[src/rtl/fdc_wait_pkg.sv]
package fdc_wait_pkg;

    localparam int DLY_W    = 2;
    localparam int REG_W    = 2;
    localparam int DATA_IDX = 3;
    localparam int CMD_IDX  = 0;

    typedef enum logic [1:0] {
        WS_IDLE = 2'd0,
        WS_WAIT = 2'd1,
        WS_DONE = 2'd2
    } ws_state_e;

    typedef struct packed {
        logic hit;
        logic data;
        logic cmd;
    } dec_s;

    function automatic logic [DLY_W-1:0] delay_load(input logic two);
        return two ? DLY_W'(2) : DLY_W'(1);
    endfunction

endpackage

[src/rtl/fdc_sync.sv]
module fdc_sync #(
    parameter int STAGES = 2
) (
    input  logic clk,
    input  logic rst,
    input  logic d_in,
    output logic d_out
);
    logic [STAGES-1:0] chain;

    generate
        for (genvar i = 0; i < STAGES; i++) begin : g_stage
            if (i == 0) begin : g_first
                always_ff @(posedge clk) begin
                    if (rst) chain[0] <= 1'b0;
                    else     chain[0] <= d_in;
                end
            end else begin : g_rest
                always_ff @(posedge clk) begin
                    if (rst) chain[i] <= 1'b0;
                    else     chain[i] <= chain[i-1];
                end
            end
        end
    endgenerate

    assign d_out = chain[STAGES-1];
endmodule

[src/rtl/fdc_reg_decode.sv]
module fdc_reg_decode
    import fdc_wait_pkg::*;
#(
    parameter int ADDR_W = 3
) (
    input  logic [ADDR_W-1:0] addr,
    input  logic              board_sel,
    input  logic              rd_n,
    input  logic              wr_n,
    output dec_s              dec
);
    localparam int HI_W = ADDR_W - REG_W;

    logic              upper_zero;
    logic [REG_W-1:0]  reg_idx;

    assign upper_zero = (addr[ADDR_W-1:REG_W] == HI_W'(0));
    assign reg_idx    = addr[REG_W-1:0];

    always_comb begin
        dec.hit  = board_sel && upper_zero && (!rd_n || !wr_n);
        dec.data = dec.hit && (reg_idx == REG_W'(DATA_IDX));
        dec.cmd  = dec.hit && (reg_idx == REG_W'(CMD_IDX));
    end
endmodule

[src/rtl/fdc_wait_fsm.sv]
module fdc_wait_fsm
    import fdc_wait_pkg::*;
(
    input  logic clk,
    input  logic rst,
    input  logic acc_data,
    input  logic drq_s,
    input  logic intrq,
    input  logic strap_two,
    output logic ready,
    output logic released
);
    ws_state_e        state, state_nx;
    logic [DLY_W-1:0] cnt;
    logic             cnt_last;

    assign cnt_last = (cnt == DLY_W'(1));

    always_comb begin
        state_nx = state;
        unique case (state)
            WS_IDLE: if (acc_data) state_nx = intrq ? WS_DONE : WS_WAIT;
            WS_WAIT: begin
                if (!acc_data)                state_nx = WS_IDLE;
                else if (intrq)               state_nx = WS_DONE;
                else if (drq_s && cnt_last)   state_nx = WS_DONE;
            end
            WS_DONE: if (!acc_data) state_nx = WS_IDLE;
            default: state_nx = WS_IDLE;
        endcase
    end

    always_ff @(posedge clk) begin
        if (rst) begin
            state <= WS_IDLE;
            cnt   <= delay_load(strap_two);
        end else begin
            state <= state_nx;
            if (state != WS_WAIT)
                cnt <= delay_load(strap_two);
            else if (drq_s && !cnt_last)
                cnt <= cnt - DLY_W'(1);
        end
    end

    assign ready    = rst || intrq || !acc_data || (state == WS_DONE);
    assign released = (state == WS_DONE);

    assert_no_early_release_R2: assert property (@(posedge clk) disable iff (rst)
        (state == WS_WAIT && !drq_s && !intrq) |=> (state != WS_DONE));

    assert_intrq_clears_R4: assert property (@(posedge clk) disable iff (rst)
        (state == WS_WAIT && intrq && acc_data) |=> (state == WS_DONE));

    assert_cnt_live_R3: assert property (@(posedge clk) disable iff (rst)
        (state == WS_WAIT) |-> (cnt != DLY_W'(0)));

    assert_full_reload_R10: assert property (@(posedge clk) disable iff (rst)
        (state == WS_IDLE && acc_data && !intrq) |=>
        (state == WS_WAIT && cnt == delay_load($past(strap_two))));
endmodule

[src/rtl/fdc_wait_gen.sv]
module fdc_wait_gen
    import fdc_wait_pkg::*;
#(
    parameter int ADDR_W    = 3,
    parameter int SYNC_DEPTH = 2
) (
    input  logic              clk,
    input  logic              rst,
    input  logic [ADDR_W-1:0] bus_addr,
    input  logic              board_sel,
    input  logic              cpu_rd_n,
    input  logic              cpu_wr_n,
    input  logic              strap_two,
    input  logic              fdc_drq,
    input  logic              fdc_intrq,
    output logic              cpu_ready,
    output logic              fdc_en_n,
    output logic              fdc_rd_n,
    output logic              fdc_wr_n,
    output logic              fdc_cmd_wr
);
    dec_s dec;
    logic drq_s;
    logic released;
    logic go;

    fdc_reg_decode #(.ADDR_W(ADDR_W)) u_dec (
        .addr      (bus_addr),
        .board_sel (board_sel),
        .rd_n      (cpu_rd_n),
        .wr_n      (cpu_wr_n),
        .dec       (dec)
    );

    fdc_sync #(.STAGES(SYNC_DEPTH)) u_sync (
        .clk   (clk),
        .rst   (rst),
        .d_in  (fdc_drq),
        .d_out (drq_s)
    );

    fdc_wait_fsm u_fsm (
        .clk       (clk),
        .rst       (rst),
        .acc_data  (dec.data),
        .drq_s     (drq_s),
        .intrq     (fdc_intrq),
        .strap_two (strap_two),
        .ready     (cpu_ready),
        .released  (released)
    );

    assign go         = dec.hit && (!dec.data || released);
    assign fdc_en_n   = !go;
    assign fdc_rd_n   = fdc_en_n || cpu_rd_n;
    assign fdc_wr_n   = fdc_en_n || cpu_wr_n;
    assign fdc_cmd_wr = dec.cmd && !fdc_wr_n;

    assert_nondata_no_wait_R6: assert property (@(posedge clk) disable iff (rst)
        (dec.hit && !dec.data) |-> (cpu_ready && !fdc_en_n));

    assert_wait_blocks_enable_R7: assert property (@(posedge clk) disable iff (rst)
        (dec.data && !cpu_ready) |-> fdc_en_n);

    assert_cmd_strobe_R9: assert property (@(posedge clk) disable iff (rst)
        fdc_cmd_wr |-> (bus_addr == ADDR_W'(0) && !cpu_wr_n && board_sel));

    assert_unselected_idle_R11: assert property (@(posedge clk) disable iff (rst)
        (!board_sel) |-> (cpu_ready && fdc_en_n && fdc_rd_n && fdc_wr_n));
endmodule

[config.mk]
export PLATFORM = sky130hd
export DESIGN_NAME = fdc_wait_gen
export DESIGN_NICKNAME = d
export VERILOG_FILES = /design/src/rtl/fdc_wait_pkg.sv /design/src/rtl/fdc_sync.sv /design/src/rtl/fdc_reg_decode.sv /design/src/rtl/fdc_wait_fsm.sv /design/src/rtl/fdc_wait_gen.sv
export SDC_FILE = /design/constraint.sdc
export NUM_CORES = 1
export LEC_CHECK = 0
export BUFFER_PORTS_ARGS = -buffer_cell sky130_fd_sc_hd__buf_2
export CAP_MARGIN = 20
export CORE_AREA = 2 2 39 41
export CTS_CLUSTER_DIAMETER = 200
export CTS_CLUSTER_SIZE = 30
export DETAILED_ROUTE_END_ITERATION = 7
export DIE_AREA = 0 0 41 43
export MAX_ROUTING_LAYER = met4
export PLACE_DENSITY_LB_ADDON = 0.2
export SYNTH_ARGS = -nofsm -noshare
export SYNTH_HDL_FRONTEND = slang
export SYNTH_SLANG_ARGS = --single-unit
[constraint.sdc]
create_clock -name clk -period 2.7 [get_ports clk]
set_input_delay 0.27 -clock clk [delete_from_list [all_inputs] [get_ports clk]]
set_output_delay 0.27 -clock clk [all_outputs]
set_load 0.02 [all_outputs]
==> key figures, run 1 <==
Yosys
  – Commonest cells post-synth: dfxtp_1 (4), nor2b_1 (3)
  – Post-synthesis cell count: 30
  – Synth top area share: 0.2560
  – Syn nets: 42
  – Mean area per synthesized cell: 10.43 um2
  – Most frequent cell after synthesis: dfxtp_1
  – Number of synthesized register bits: 6
  – Most area-consuming cells after synthesis: dfxtp_1 (26%), edfxtp_1 (19%), nor2b_1 (6.0%)
  – Post-synthesis cell area: 312.8 um2
  – Post-synth EDFFs: 2
  – Yosys top cell by area: dfxtp_1
  – Async SR Flop Fraction: 0
  – Seq/Total Area, Yosys: 0.4480
  – Ys flop type: dfxtp_1
  – Warnings, synthesis: 0
  – Distinct cell type count after synthesis: 19

GRT
  – Initial antenna violation count: 0
  – Largest net degree at the start of global routing: 5
  – Vias in the first global route: 243
  – GRT Overall Usage: 0.08997
  – First-pass GRT wire length: 1.007 mm
  – Gr ovfl total: 0

Setup path
  – R2r startpoint: u_fsm.cnt[0]
  – Worst-path maximum fanout: 4
  – CP Launch Type: flop
  – Critical setup path kind: flop to output port
  – CP endpoint: fdc_rd_n
  – CP Launch Point: u_fsm.state[0]
  – Setup slack, reg-to-reg: 1.47 ns
  – Reg2reg path depth: 2
  – WP data required: 2.43 ns
  – CP endpoint kind: output port
  – Reg2reg end: u_fsm.cnt[1]
  – Worst Path Arrival: 1.42 ns

Route
  – DRC violations left: 0
  – Initial DRT Pass Iterations: 4
  – Drt initial violations: 2
  – Vias per inst: 4.277
  – Final WL: 561 um
  – Post-route ant nets: 0
  – DR WL/cell: 8.631 um
  – Total number of vias: 278

Timing
  – Clock period minus worst slack: 1.692 ns
  – Worst slew pin tran: 0.2625 ns
  – Max Fclk: 591.0 MHz
  – Relative slew margins: 0.8231
  – Final hold vios: 0
  – Clk_skew: 0.002936 ns
  – Tcrit/Tclk final: 0.6267
  – RSZ-0062 raised after global routing: no
  – Setup TNS: 0 ns
  – Setup-failing EPs final: 0
  – Max-slew violation count: 0

Clock tree
  – Setup bufs post-CTS: 0
  – CTS sink count: 6
  – H-tree levels: 1
  – Later-pin clock latency in the skew report: 0.24 ns
  – Worst-path clk slew: 0.04 ns
  – Root Driver: clkbuf_4
  – CTS resizes: 0
  – Num CTS Buffers: 3
  – # hold bufs at CTS: 0
  – Max clock buf depth: 2
  – CTS tree: yes

Power and ir drop
  – VDD IR max: 212.4 uV
  – Tot Pwr: 210.6 uW
  – Pwr dens: 485.0 nW/um2
  – LEAKAGE: 0.0001834 uW

Die
  – DIE AREA: 1763 um2
  – Core Footprint: 1384 um2
  – I/O pin cnt: 16
  – Die height: 43 um
  – Initial core utilization: 0.2260
  – DIE WIDTH: 41 um
  – Row count: 14

Flow run
  – Max cap viols: 0

Layout
  – ANT cells: 0
  – Final nets: 62
  – Layout cells sized above 1: 0.3878
  – Finished Layout Cells: 65
  – Area growth syn-to-layout: 38.80%

Hold path
  – Hold Crit Class: primary input to flop

Placement
  – IO Port Bufs: 15
  – Placer Congestion: 0.6423
  – Final HPWL DP: 479.1 um
  – Placed cell count: 61

Run status
  – Status: finished, final reports clean
[state kept, by name (all words and copies together) (netlist names)]
signal	flops
u_sync.d_out	1
u_sync.chain	1
u_fsm.state	2
u_fsm.cnt	2
[routing by layer]
metal	vias to the layer above	part of all wire	global-route usage
li1	149	-	-
met5	-	0	-
met1	126	0.45	0.1078
met3	0	0.029	0.03141
met2	3	0.52	0.1125
met4	0	0	0.08000
[through the flow]
step           area [um2]  setup WS (ns)  utilization  hold WS, ns
4_1_cts             434.2         0.9860       0.3137       0.2287
3_3_place_gp        407.9          1.202       0.2948       0.4295
2_1_floorplan       312.8          1.257            -       0.3416
3_5_place_dp        407.9          1.212       0.2948       0.4310
5_1_grt             434.2         0.9394       0.3137       0.2413
6_report            434.2          1.008       0.3137       0.2390
[cells in the final DEF (no fill, tap or decap), types with 2 or more instances in the layout]
master	count
clkbuf_4	3
o21ai_0	2
nand2b_1	2
buf_2	15
or2_1	2
edfxtp_1	2
inv_1	2
dfxtp_1	4
nor2b_1	3
a31oi_1	2
[worst max-delay path: stages (launching register included)]
cell	delay, ns
dfxtp_1	0.32
nand2b_1	0.18
a221o_1	0.32
or2_1	0.20
buf_2	0.15
[worst min path at each step]
stage / from / endpoint / cells after the start
5_1_grt: fdc_drq / u_sync.chain[0] / 2
2_1_floorplan: rst / u_sync.chain[0] / 1
4_1_cts: fdc_drq / u_sync.chain[0] / 2
3_3_place_gp: u_sync.chain[0] / u_sync.d_out / 1
6_report: fdc_drq / u_sync.chain[0] / 2
3_5_place_dp: u_sync.chain[0] / u_sync.d_out / 1
[layout make-up]
type | count | area, um2
Multi-Input combinational cell | 22 | 165.2
Sequential cell | 6 | 140.1
Inverter | 2 | 7.507
Tap cell | 16 | 20.02
Fill cell | 151 | 949.7
Clock buffer | 4 | 26.28
Timing Repair Buffer | 15 | 75.07
[cells by family (layout without fill, tap and decap cells)]
family / after synthesis / count (layout) / synth area share
adders and majority gates: 1 / 1 / 0.03999
buffers and inverters: 2 / 21 / 0.02401
and+or+nand+nor: 13 / 13 / 0.3000
DFF: 6 / 6 / 0.4480
muxes: 2 / 2 / 0.06800
AOI/OAI and AO/OA: 6 / 6 / 0.1200
[power breakdown]
group / internal [uW] / switching, uW / leakage (uW)
clock network: 55.9 / 31.8 / 0.0000150
logic: 12.4 / 12.0 / 0.000115
registers: 96.9 / 1.45 / 0.0000538
total: 165 / 45.3 / 0.000183
Note: power is estimated with default switching activity, not from simulation.
==> run 2, diff against run 1 <==
--- a/config.mk
+++ b/config.mk
@@ -5,6 +5,7 @@
 export SDC_FILE = /design/constraint.sdc
 export NUM_CORES = 1
 export LEC_CHECK = 0
+export ABC_AREA = 1
 export BUFFER_PORTS_ARGS = -buffer_cell sky130_fd_sc_hd__buf_2
 export CAP_MARGIN = 20
 export CORE_AREA = 2 2 39 41
==> constraint.sdc (replaced) <==
create_clock -name clk -period 1.43 [get_ports clk]
set_input_delay 0.143 -clock clk [delete_from_list [all_inputs] [get_ports clk]]
set_output_delay 0.143 -clock clk [all_outputs]
set_load 0.02 [all_outputs]
==> run 2 against run 1 <==
Effect of this change:
- hold slack got worse by 0.14 ns
- sequential power up 89%
- total power up 110%
- synthesized area grew 28%
- sequential cell count did not move
- clock power up 100%
- routed wire length increased by 53%
- synthesized cell count rose by 93%
- highest routed layer is now met4
==> key figures, run 2 <==
Run status
  – Status: finished, final reports clean

Die
  – DIE AREA: 1763 um2 (unchanged)
  – Initial core utilization: 0.2902 (+0.06420)
  – DIE WIDTH: 41 um (unchanged)
  – Row count: 14 (unchanged)
  – Core Footprint: 1384 um2 (unchanged)
  – Die height: 43 um (unchanged)
  – I/O pin cnt: 16 (unchanged)

Layout
  – Most frequent cells in the layout: buf_2 (14), nand2_1 (13), inv_1 (12)
  – Filler instances: 146 (-3.3%)
  – Layout cells sized above 1: 0.4375 (+0.04974)
  – ANT cells: 0 (unchanged)
  – Final nets: 93 (+50%)
  – Final Cell Area: 554.3 um2 (+28%)
  – Final core occ: 0.4005 (+0.08680)
  – Area growth syn-to-layout: 38.01%
  – Multi-input gate area: 210.2 um2 (+27%)
  – Top Registers: u_fsm.cnt: 2 flops, u_fsm.state: 2 flops
  – Commonest non-fill, non-tap cell in the layout: buf_2
  – Register area: 141.4 um2 (+0.89%)

Setup path
  – WP data required: 1.29 ns (-1.14 ns)
  – Worst-path maximum fanout: 4 (unchanged)
  – CP Launch Type: flop
  – Worst Path Arrival: 1.21 ns (-0.21 ns)
  – Critical setup path kind: flop to output port
  – CP endpoint kind: output port

Hold path
  – Hold Crit Class: primary input to flop

GRT
  – Vias in the first global route: 344 (+42%)
  – Gr ovfl total: 0 (unchanged)
  – Largest net degree at the start of global routing: 6 (+1)
  – First-pass GRT wire length: 1.317 mm (+31%)
  – GRT Overall Usage: 0.1206 (+0.03065)
  – Initial antenna violation count: 0 (unchanged)

Yosys
  – Seq/Total Area, Yosys: 0.3489 (-0.09909)
  – Most frequent cell after synthesis: nand2_1
  – Number of synthesized register bits: 6 (unchanged)
  – Most area-consuming cells after synthesis: dfxtp_1 (20%), edfxtp_1 (15%), nand2_1 (13%)
  – Ys flop type: dfxtp_1
  – Yosys top cell by area: dfxtp_1
  – Post-synthesis cell area: 401.6 um2 (+28%)
  – Warnings, synthesis: 0 (unchanged)
  – Async SR Flop Fraction: 0 (unchanged)
  – Distinct cell type count after synthesis: 19 (unchanged)
  – Syn nets: 70 (+67%)
  – Synth top area share: 0.1994 (-0.05662)
  – Post-synthesis cell count: 58 (+93%)
  – Post-synth EDFFs: 2 (unchanged)
  – Mean area per synthesized cell: 6.925 um2 (-34%)
  – Commonest cells post-synth: nand2_1 (14), inv_1 (13), nor2_1 (5)

Timing
  – Setup-failing EPs final: 0 (unchanged)
  – Max Fclk: 741.5 MHz
  – Final hold vios: 0 (unchanged)
  – Worst slew pin tran: 0.3101 ns (+0.04758 ns)
  – Setup TNS: 0 ns (unchanged)
  – Clock period minus worst slack: 1.349 ns
  – Relative slew margins: 0.7911 (-0.03206)
  – Clk_skew: 0.01302 ns (+0.01009 ns)
  – Max-slew violation count: 0 (unchanged)
  – Tcrit/Tclk final: 0.9431
  – Worst hold slack: 0.1027 ns (-0.1363 ns)

Power and ir drop
  – VDD IR max: 468.2 uV (+120%)
  – Pwr dens: 779.3 nW/um2 (+61%)
  – Tot Pwr: 432.0 uW (+110%)
  – LEAKAGE: 0.0002914 uW (+59%)

Route
  – Initial DRT Pass Iterations: 4 (unchanged)
  – Vias per inst: 4.146 (-3.1%)
  – Top Metal Used: met4
  – Post-route ant nets: 0 (unchanged)
  – Drt initial violations: 8 (+6)
  – Total number of vias: 398 (+43%)
  – Final WL: 856 um (+53%)
  – DRC violations left: 0 (unchanged)
  – DR WL/cell: 8.917 um (+3.3%)
  – Met2 wire len: 449 um (+53%)
  – Met3 WL: 39 um (+140%)
  – Wire length on met1: 361 um (+44%)

Clock tree
  – Later-pin clock latency in the skew report: 0.26 ns (+0.02 ns)
  – CTS tree: yes
  – Worst-path clk slew: 0.04 ns (about the same)
  – Max clock buf depth: 2 (unchanged)
  – Num CTS Buffers: 3 (unchanged)
  – CTS sink count: 6 (unchanged)
  – H-tree levels: 1 (unchanged)
  – Root Driver: clkbuf_4

Placement
  – Placed cell areas: 496.7 um2 (+22%)
  – Final HPWL DP: 634.8 um (+32%)
  – IO Port Bufs: 15 (unchanged)
  – Placer Congestion: 0.8301 (+29%)

Flow run
  – Max cap viols: 0 (unchanged)
-- run 2: path summary, 6_finish.rpt --
check | endpoint | slack [ns] | cells past startpoint | start
worst min-delay path | u_sync.chain[0] | 0.10 | 3 | fdc_drq
worst max register to register | u_fsm.cnt[1] | 0.18 | 2 | u_fsm.cnt[0]
worst max-delay path | cpu_ready | 0.08 | 7 | u_fsm.state[0]
worst min register to register | u_sync.d_out | 0.39 | 2 | u_sync.chain[0]
-- run 2: cell families after synthesis --
| group | Yosys count | synth area share |
|---|---|---|
| buf+inv | 15 | 0.1402 |
| compound gates | 4 | 0.07786 |
| fa+ha+maj | 1 | 0.03115 |
| simple gates | 32 | 0.4019 |
| flops | 6 | 0.3489 |
-- run 2: cell type report --
type | instances | share of cell area
flip-flops and latches | 6 | 0.2551
multi-input cells | 37 | 0.3792
inverters | 15 | 0.1016
clock buffers | 4 | 0.04740
repair buffers | 18 | 0.1806
well taps | 16 | 0.03612
-- run 2: critical path, stage by stage (launching register included) --
cell and delay (ns):
dfxtp_1 0.31, inv_2 0.05, nand2_1 0.06, nand3_2 0.09
buf_4 0.15, nor2_2 0.08, nand2_2 0.06, buf_2 0.16
-- run 2: per-layer routing --
metal | up-vias | track usage
li1 | 219 | -
met1 | 172 | 0.1100
met2 | 5 | 0.1938
met3 | 2 | 0.07853
met4 | 0 | 0.04000
met5 | - | -
-- run 2: metrics by stage --
step           std cells  setup slack (ns)
2_1_floorplan         58            0.2410
3_3_place_gp          89            0.2440
3_5_place_dp          89            0.1922
4_1_cts               93          0.006461
5_1_grt               96         -0.001805
6_report              96           0.08143
-- run 2: where the power goes --
part	switching, uW	internal [uW]
clock network	71.4	106
registers	3.11	183
logic	39.8	28.2
-- run 2: repair_timing --
action	4_1_cts	5_1_grt
hold buffers	0	0
endpoints found under the setup margin	1	3
pin swaps	0	1
buffers inserted	0	3
resized for setup	1	4
==> run 3, diff against run 2 <==
--- a/config.mk
+++ b/config.mk
@@ -13,6 +13,7 @@
 export CTS_CLUSTER_SIZE = 30
 export DETAILED_ROUTE_END_ITERATION = 7
 export DIE_AREA = 0 0 41 43
+export GPL_TIMING_DRIVEN = 0
 export MAX_ROUTING_LAYER = met4
 export PLACE_DENSITY_LB_ADDON = 0.2
 export SYNTH_ARGS = -nofsm -noshare
==> run 3 against run 2 <==
Effect of this change:
- die area is the same
- sequential power is essentially flat
- hold slack lost 0.0084 ns
- non-clock buffer count shrank 3
- fmax is essentially flat
- setup slack is essentially flat
- largest power group unchanged
- sequential cell count is the same
- total power shrank 1.7%
- routed wire length shrank 14%
==> key figures, run 3 (same netlist as run 2, synthesis figures left out) <==
Setup path
  – Kind of cell adding the most delay to the critical path: simple AND/OR/NAND/NOR gates
  – R2r startpoint: u_fsm.cnt[0]
  – CP max stage delay: 0.30 ns (about the same)
  – Cell Chain, Critical Path: inv_2, nand2_1, nand3_2, nand2_2, or2_1, buf_2
  – CP endpoint kind: output port
  – CP Launch Point: u_fsm.state[0]
  – Worst-path maximum fanout: 5 (+1)
  – WP data required: 1.29 ns (about the same)
  – Reg2reg path depth: 2 (unchanged)
  – Number of cells on the critical path: 6 (-1)
  – Worst Path Arrival: 1.21 ns (about the same)
  – Worst path slowest cell: dfxtp_1
  – CP endpoint: fdc_rd_n
  – CP Launch Type: flop
  – Reg2reg end: u_fsm.cnt[1]
  – Setup slack, reg-to-reg: 0.22 ns (+0.04 ns)
  – Critical setup path kind: flop to output port
  – Number of buffers and inverters on the critical path: 2 (-1)

Route
  – Vias per inst: 4.172 (+0.63%)
  – DRC violations left: 0 (unchanged)
  – Initial DRT Pass Iterations: 1 (-3)
  – Total number of vias: 388 (-2.5%)
  – DR WL/cell: 7.914 um (-11%)
  – Drt initial violations: 0 (-8)
  – Final WL: 736 um (-14%)
  – Post-route ant nets: 0 (unchanged)

Timing
  – Relative slew margins: 0.8088 (+0.01777)
  – Setup-failing EPs final: 0 (unchanged)
  – Final hold vios: 0 (unchanged)
  – Worst slew pin tran: 0.2838 ns (-0.02637 ns)
  – Tcrit/Tclk final: 0.9431 (about the same)
  – Max-slew violation count: 0 (unchanged)
  – Clk_skew: 0.004364 ns (-0.008660 ns)
  – Clock period minus worst slack: 1.349 ns (+0.000007800 ns)
  – Final worst slack: 0.08142 ns (-0.000007800 ns)
  – Max Fclk: 741.5 MHz (about the same)

GRT
  – Initial antenna violation count: 0 (unchanged)
  – Vias in the first global route: 334 (-2.9%)
  – Largest net degree at the start of global routing: 6 (unchanged)
  – Gr ovfl total: 0 (unchanged)
  – GRT Overall Usage: 0.1138 (-0.006772)
  – First-pass GRT wire length: 1.221 mm (-7.3%)

Clock tree
  – Setup bufs post-CTS: 0 (unchanged)
  – # hold bufs at CTS: 0 (unchanged)
  – CTS tree: yes
  – Root Driver: clkbuf_4
  – Num CTS Buffers: 3 (unchanged)
  – H-tree levels: 1 (unchanged)
  – Max clock buf depth: 2 (unchanged)
  – Later-pin clock latency in the skew report: 0.25 ns (about the same)
  – Worst-path clk slew: 0.04 ns (about the same)
  – CTS sink count: 6 (unchanged)

Power and ir drop
  – Pwr dens: 798.9 nW/um2 (+2.5%)
  – VDD IR max: 463.5 uV (-1.0%)
  – LEAKAGE: 0.0002793 uW (-4.1%)

Placement
  – IO Port Bufs: 15 (unchanged)
  – Placed cell count: 89 (unchanged)
  – Final HPWL DP: 594.4 um (-6.4%)
  – Dpl ws: 0.2165 ns (+0.02428 ns)
  – Placer Congestion: 0.7911 (-4.7%)

Layout
  – Layout cells sized above 1: 0.4156 (-0.02192)
  – Commonest non-fill, non-tap cell in the layout: buf_2
  – Area growth syn-to-layout: 32.40%
  – Finished Layout Cells: 93 (-3.1%)
  – Filler instances: 163 (+12%)
  – Final core occ: 0.3843 (-0.01627)
  – ANT cells: 0 (unchanged)
  – Top Registers: u_fsm.cnt: 2 flops, u_fsm.state: 2 flops
  – Most frequent cells in the layout: buf_2 (14), nand2_1 (13), inv_1 (12)
  – Final nets: 90 (-3.2%)

Hold path
  – Hold Crit Class: primary input to flop

Die
  – DIE AREA: 1763 um2 (unchanged)
  – DIE WIDTH: 41 um (unchanged)
  – Row count: 14 (unchanged)
  – Initial core utilization: 0.2902 (unchanged)
  – Core Footprint: 1384 um2 (unchanged)
  – I/O pin cnt: 16 (unchanged)
  – Die height: 43 um (unchanged)

Run status
  – Status: finished, final reports clean

Flow run
  – Max cap viols: 0 (unchanged)
-- run 3: changes by cell type in the layout (fill, tap and decap cells not counted), sizes merged --
cell  change
buf       -3
-- run 3: per-layer routing --
| metal | track usage | part of all wire | vias to the layer above |
|---|---|---|---|
| met5 | - | 0 | - |
| met4 | 0.08000 | 0.026 | 0 |
| met3 | 0.07853 | 0.056 | 4 |
| met2 | 0.1563 | 0.49 | 5 |
| met1 | 0.1083 | 0.43 | 163 |
| li1 | - | - | 216 |
-- run 3: worst min-delay path, stage by stage --
cell    delay, ns
buf_2        0.07
inv_1        0.03
nor2_1       0.06
-- run 3: worst min path at each step --
stage                       start  cells after the start              end  slack (ns)
final                     fdc_drq                      3  u_sync.chain[0]        0.09
after global routing          rst                      2   u_fsm.state[1]        0.13
after CTS                 fdc_drq                      3  u_sync.chain[0]        0.09
after detailed placement  fdc_drq                      3  u_sync.chain[0]        0.35
after global placement    fdc_drq                      3  u_sync.chain[0]        0.34
after floorplan               rst                      1   u_fsm.state[1]        0.21
-- run 3: metrics by stage --
step	total power (uW)	hold WS [ns]	cell area, um2	TNS [ns]
3_5_place_dp	253.5	0.3516	496.7	0
3_3_place_gp	252.7	0.3437	496.7	0
6_report	424.8	0.09433	531.8	0
2_1_floorplan	226.0	0.2054	401.6	0
5_1_grt	450.8	0.1297	531.8	-0.02750
4_1_cts	430.5	0.09458	523.0	0
-- run 3: timing repair --
action,4_1_cts,5_1_grt
endpoints found under the setup margin,1,3
endpoints found under the hold margin,0,0
gates resized for setup,1,4
-- run 3: cell type report --
| type | instances | area (um2) | area share |
|---|---|---|---|
| repair buffers | 15 | 77.57 | 0.1459 |
| inverters | 15 | 56.30 | 0.1059 |
| multi-input cells | 37 | 210.2 | 0.3953 |
| clock buffers | 4 | 26.28 | 0.04941 |
| flip-flops and latches | 6 | 141.4 | 0.2659 |
| well taps | 16 | 20.02 | 0.03765 |
-- run 3: report_power, final --
part | switching [uW] | internal [uW]
Combinational | 38.2 | 26.6
Clock | 67.9 | 106
Sequential | 2.65 | 183
